[src/rtl/delta_frame_pkg.sv]
// Shared types for the delta-encoded frame builder.
package delta_frame_pkg;

    // Role of the byte at the current frame position.
    typedef enum logic [2:0] {
        SLOT_HDR     = 3'd0,
        SLOT_SEED_HI = 3'd1,
        SLOT_SEED_LO = 3'd2,
        SLOT_DELTA   = 3'd3,
        SLOT_CRC_HI  = 3'd4,
        SLOT_CRC_LO  = 3'd5
    } slot_e;

endpackage

[src/rtl/crc16_byte_step.sv]
// One-byte update of an MSB-first CRC-16 with no reflection.
// Purely combinational. Assumes the caller holds the register and the seed.
module crc16_byte_step #(
    parameter logic [15:0] POLY = 16'h1021
) (
    input  logic [15:0] crc_i,
    input  logic [7:0]  byte_i,
    output logic [15:0] crc_o
);
    // Shift eight bits of the byte through the polynomial.
    always_comb begin
        logic [15:0] c;
        c = crc_i ^ {byte_i, 8'h00};
        for (int b = 0; b < 8; b++) begin
            c = c[15] ? ((c << 1) ^ POLY) : (c << 1);
        end
        crc_o = c;
    end
endmodule

[src/rtl/delta_saturator.sv]
// Forms the clamped signed 8-bit difference between a sample and the
// running decoded value, plus the decoded value that results from it.
// Assumes both inputs are unsigned, SAMPLE_W bits wide, with SAMPLE_W >= 8.
module delta_saturator #(
    parameter int SAMPLE_W = 12
) (
    input  logic [SAMPLE_W-1:0] sample_i,
    input  logic [SAMPLE_W-1:0] recon_i,
    output logic [7:0]          delta_o,
    output logic [SAMPLE_W-1:0] recon_next_o
);
    localparam logic signed [SAMPLE_W:0] MAX_D = 127;
    localparam logic signed [SAMPLE_W:0] MIN_D = -128;

    logic signed [SAMPLE_W:0] diff;
    logic [SAMPLE_W:0]        sum;

    // Clamp the raw difference into the signed byte range.
    always_comb begin
        diff = $signed({1'b0, sample_i}) - $signed({1'b0, recon_i});
        if (diff > MAX_D)      delta_o = 8'h7F;
        else if (diff < MIN_D) delta_o = 8'h80;
        else                   delta_o = diff[7:0];
    end

    // Advance the decoded value by the clamped amount.
    always_comb begin
        sum          = {1'b0, recon_i} + {{(SAMPLE_W + 1 - 8){delta_o[7]}}, delta_o};
        recon_next_o = sum[SAMPLE_W-1:0];
    end
endmodule

[src/rtl/frame_sequencer.sv]
// Tracks the byte position within a frame and whether a frame is running.
// A launch is accepted only while idle. Done pulses the cycle after the
// handshake of the final byte.
module frame_sequencer #(
    parameter int FRAME_LEN = 304,
    localparam int CNT_W    = $clog2(FRAME_LEN)
) (
    input  logic             clk,
    input  logic             rst_n,
    input  logic             launch_i,
    input  logic             fire_i,
    output logic             busy_o,
    output logic [CNT_W-1:0] idx_o,
    output logic             last_o,
    output logic             done_o
);
    localparam logic [CNT_W-1:0] LAST_IDX = CNT_W'(FRAME_LEN - 1);

    assign last_o = (idx_o == LAST_IDX);

    // Position counter, busy flag and end-of-frame pulse.
    always_ff @(posedge clk) begin
        if (!rst_n) begin
            busy_o <= 1'b0;
            idx_o  <= '0;
            done_o <= 1'b0;
        end else begin
            done_o <= fire_i && last_o;
            if (launch_i) begin
                busy_o <= 1'b1;
                idx_o  <= '0;
            end else if (fire_i) begin
                if (last_o) begin
                    busy_o <= 1'b0;
                    idx_o  <= '0;
                end else begin
                    idx_o <= idx_o + 1'b1;
                end
            end
        end
    end
endmodule

[src/rtl/delta_frame_builder.sv]
// Streams one period of samples as: marker, 16-bit seed, clamped 8-bit
// differences, CRC-16. Assumes a sample memory whose read data follows the
// address in the same cycle, with contents held while a frame runs.
module delta_frame_builder #(
    parameter int          N_SAMPLES = 300,
    parameter int          SAMPLE_W  = 12,
    parameter logic [7:0]  HEADER    = 8'hAA,
    parameter logic [15:0] CRC_POLY  = 16'h1021,
    parameter logic [15:0] CRC_INIT  = 16'hFFFF,
    localparam int         ADDR_W    = $clog2(N_SAMPLES)
) (
    input  logic                clk,
    input  logic                rst_n,
    input  logic                start_i,
    output logic [ADDR_W-1:0]   mem_addr_o,
    input  logic [SAMPLE_W-1:0] mem_data_i,
    output logic [7:0]          tx_data_o,
    output logic                tx_valid_o,
    input  logic                tx_ready_i,
    output logic                done_o
);
    import delta_frame_pkg::*;

    localparam int FRAME_LEN = N_SAMPLES + 4;
    localparam int CNT_W     = $clog2(FRAME_LEN);

    logic                busy, last, launch, fire;
    logic [CNT_W-1:0]    idx, k_full;
    slot_e               slot;
    logic [SAMPLE_W-1:0] recon, recon_next;
    logic [7:0]          delta_byte;
    logic [15:0]         crc, crc_next, seed16;

    assign launch     = start_i && !busy;
    assign fire       = tx_valid_o && tx_ready_i;
    assign tx_valid_o = busy;
    assign k_full     = idx - CNT_W'(2);
    assign seed16     = 16'(mem_data_i);

    frame_sequencer #(.FRAME_LEN(FRAME_LEN)) seq_i (
        .clk(clk), .rst_n(rst_n), .launch_i(launch), .fire_i(fire),
        .busy_o(busy), .idx_o(idx), .last_o(last), .done_o(done_o)
    );

    delta_saturator #(.SAMPLE_W(SAMPLE_W)) sat_i (
        .sample_i(mem_data_i), .recon_i(recon),
        .delta_o(delta_byte), .recon_next_o(recon_next)
    );

    crc16_byte_step #(.POLY(CRC_POLY)) crc_i (
        .crc_i(crc), .byte_i(tx_data_o), .crc_o(crc_next)
    );

    // Classify the current frame position.
    always_comb begin
        if (idx == CNT_W'(0))                  slot = SLOT_HDR;
        else if (idx == CNT_W'(1))             slot = SLOT_SEED_HI;
        else if (idx == CNT_W'(2))             slot = SLOT_SEED_LO;
        else if (idx == CNT_W'(FRAME_LEN - 2)) slot = SLOT_CRC_HI;
        else if (idx == CNT_W'(FRAME_LEN - 1)) slot = SLOT_CRC_LO;
        else                                   slot = SLOT_DELTA;
    end

    // Point the memory at the sample the current byte needs.
    always_comb begin
        mem_addr_o = (slot == SLOT_DELTA) ? k_full[ADDR_W-1:0] : '0;
    end

    // Select the outgoing byte.
    always_comb begin
        unique case (slot)
            SLOT_HDR:     tx_data_o = HEADER;
            SLOT_SEED_HI: tx_data_o = seed16[15:8];
            SLOT_SEED_LO: tx_data_o = seed16[7:0];
            SLOT_DELTA:   tx_data_o = delta_byte;
            SLOT_CRC_HI:  tx_data_o = crc[15:8];
            default:      tx_data_o = crc[7:0];
        endcase
    end

    // Running CRC over every non-CRC byte that is handed off.
    always_ff @(posedge clk) begin
        if (!rst_n) begin
            crc <= CRC_INIT;
        end else if (launch) begin
            crc <= CRC_INIT;
        end else if (fire && slot != SLOT_CRC_HI && slot != SLOT_CRC_LO) begin
            crc <= crc_next;
        end
    end

    // Decoded-value tracker that mirrors what a receiver rebuilds.
    always_ff @(posedge clk) begin
        if (!rst_n) begin
            recon <= '0;
        end else if (fire && slot == SLOT_SEED_LO) begin
            recon <= mem_data_i;
        end else if (fire && slot == SLOT_DELTA) begin
            recon <= recon_next;
        end
    end
endmodule


[config.mk]
export PLATFORM = sky130hd
export DESIGN_NAME = delta_frame_builder
export DESIGN_NICKNAME = d
export VERILOG_FILES = /design/src/rtl/delta_frame_pkg.sv /design/src/rtl/crc16_byte_step.sv /design/src/rtl/delta_saturator.sv /design/src/rtl/frame_sequencer.sv /design/src/rtl/delta_frame_builder.sv
export SDC_FILE = /design/constraint.sdc
export NUM_CORES = 1
export LEC_CHECK = 0
export ABC_CLOCK_PERIOD_IN_PS = 12400
export BUFFER_PORTS_ARGS = -buffer_cell sky130_fd_sc_hd__buf_4
export CORE_UTILIZATION = 36
export DETAILED_ROUTE_END_ITERATION = 12
export PLACE_DENSITY = 0.61
export SLEW_MARGIN = 5
export SYNTH_ARGS = -nofsm -noshare
export SYNTH_HDL_FRONTEND = slang
export SYNTH_HIERARCHICAL = 1
export SYNTH_SLANG_ARGS = --single-unit
[constraint.sdc]
create_clock -name clk -period 12.4 [get_ports clk]
set_input_delay 0.62 -clock clk [delete_from_list [all_inputs] [get_ports clk]]
set_output_delay 0.62 -clock clk [all_outputs]
set_load 0.02 [all_outputs]
==> results.cfg <==
[outcome]
status = finished clean

[yosys]
postSynthAreaPerCell_sq_um = 7.87
yosysWarnings = 6
synth_area_sq_um = 3850
netlist_instances = 489
synth.net_count = 532

[sta]
fin_setup_tns_ns = 0
min_period_ns = 4.75
drv_slew = 0
rsz0062_at_grt = no
worstMarginPinSlew_ns = 1.17
clock_skew_ns = 0.0112
holdWs_ns = 0.486
setup_viol = 0
fmax_mhz = 211
final-hold-violation-count = 0
fin_crit_sh = 0.383
max_slew_margin = 0.216

[route]
first_pass_iters = 5
post_drt_wl_per_cell_um = 15.2
final_antenna_net_count = 0
vias = 3571
drt_wl_total_um = 9880
avgViaCountPerCell = 5.48
drt_first_iter_violations = 238
drc = 0

[placed_design]
post-dp-hpwl_um = 7460
placedInstanceArea_sq_um = 4190
gp_congestion = 0.865
place_inst = 644
io_buffers = 34

[floorplanning]
core_area_sq_um = 10300
dieArea_sq_um = 11100
rows = 37
die_y_um = 105
die_x_um = 105
io_pins = 35
start_util = 0.373

[global_routing]
grt_pass1_wl_um = 16300
antenna_found_initial = 0
grtUsageTotal = 0.181
grt_start_max_net_pins = 27
grt_overflow = 0
use_met1 = 0.248
busiest_layer = met2
gr-usage-met2 = 0.298
grt_pass1_vias = 3232
use_met3 = 0.0223

[critical_path]
endpoint_kind = flop
cp_data_arrival_time_ns = 4.97
cp_max_fo = 7
reg2reg_slack_ns = 7.65
cp.required_ns = 12.63
startpoint_type = flop
cp-startpoint = recon[1]$_SDFFE_PN0P_
timing.rr.end = recon[10]$_SDFFE_PN0P_
r2r_cells = 21
r2r_start = recon[1]$_SDFFE_PN0P_
worstSetupPathType = reg -> reg

[clocking]
cts_tree = built
holdBufCountCts = 0
cts.repair.resized = 0
clk_pin_slew_ns = 0.09
ctsHtreeMaxLevel = 2
cts_sinks = 39
clk-insertion-delay-late_ns = 0.30
numCtsBuffers = 5
postCtsSetupBuffers = 0
cts-root-buf = clkbuf_8
cts_buffer_depth = 2

[pwr]
peakVddDrop_mv = 0.0396
cellLeakagePower_nw = 1.92
p_per_area_nw_per_um2 = 83.1

[flow_run]
maxCapViolations = 0

[worst_hold_path]
worstHoldEndpoint = seq_i/busy_o$_SDFFE_PN0P_
holdPathStages = 2
hold_start = seq_i/busy_o$_SDFFE_PN0P_
hold_class = reg -> reg

[layout]
layout-drive-gt1-share = 0.136
n_fill_cell = 1065
diodes = 0
final_core_util = 0.419
instances_no_fill = 652
layout.nets = 558
stdcell_area_sq_um = 4320
syn2layout_area_growth_pct = 12.4
[power breakdown]
group,switching (mW),total (mW),internal [mW]
Sequential,0.00480,0.133,0.129
Combinational,0.0510,0.0948,0.0439
Clock,0.0504,0.131,0.0806
[flip-flops by register name, indices dropped and copies added (netlist names)]
register / count
recon: 12
seq_i/idx_o: 9
crc: 16
seq_i/done_o: 1
seq_i/busy_o: 1
[final cells by class]
| cell class | instances | area (sq um) | share of cell area |
|---|---|---|---|
| Multi-Input combinational cell | 405 | 2870 | 0.663 |
| Sequential cell | 39 | 781 | 0.181 |
| Timing Repair Buffer | 35 | 263 | 0.0608 |
| Tap cell | 136 | 170 | 0.0394 |
| Inverter | 29 | 109 | 0.0252 |
| Clock buffer | 6 | 72.6 | 0.0168 |
| Clock inverter | 2 | 60.1 | 0.0139 |
[placed cells by master (no fill, tap or decap), drive strengths merged, types with 3 or more instances in the layout]
master and n:
a21o 7, a21oi 24, a31oi 18, and2 5, buf 35, clkbuf 6, dfxtp 39, ha 25
inv 29, mux2i 5, nand2 89, nand2b 6, nand3 23, nand4 6, nand4b 5, nor2 35
nor2b 10, nor3 9, nor4 4, o2111ai 3, o21a 5, o21ai 29, o311a 5, o31ai 5
or2 4, or3 3, xnor2 24, xnor3 5, xor2 14, xor3 4
[stage by stage]
| step | total power, mW | worst slack, ns |
|---|---|---|
| 3_5_place_dp | 0.230 | 7.45 |
| 4_1_cts | 0.361 | 7.65 |
| 3_3_place_gp | 0.230 | 7.55 |
| 5_1_grt | 0.377 | 7.36 |
| 2_1_floorplan | 0.210 | 8.07 |
| 6_report | 0.359 | 7.65 |
[worst max path at each step]
stage                     depth (start not counted)                endpoint
after floorplan                                  20  recon[11]$_SDFFE_PN0P_
after global placement                           21  recon[10]$_SDFFE_PN0P_
after detailed placement                         21  recon[10]$_SDFFE_PN0P_
after CTS                                        21  recon[10]$_SDFFE_PN0P_
after global routing                             21  recon[10]$_SDFFE_PN0P_
final                                            21  recon[10]$_SDFFE_PN0P_
[worst max-delay path, stage by stage (launching register included)]
cell and delay [ns]:
dfxtp_1 0.41, inv_1 0.12, ha_1 0.28, nor2b_1 0.21
o2111ai_2 0.17, a31oi_2 0.32, o21a_2 0.22, xor2_2 0.35
a41oi_2 0.28, o21ai_1 0.28, ha_1 0.21, inv_1 0.05
fa_1 0.40, nor2b_1 0.13, o21ai_0 0.11, a21boi_0 0.25
o21ai_0 0.15, a21oi_1 0.27, o311ai_0 0.15, o211ai_1 0.12
nand2_1 0.07, a31oi_1 0.16
[routing by layer]
layer  up-vias  share of wire
met1      1681           0.48
met4         0          0.013
met3        10          0.043
met5         -              0
met2        81           0.47
li1       1799              -
Note: power is estimated with default switching activity, not from simulation.
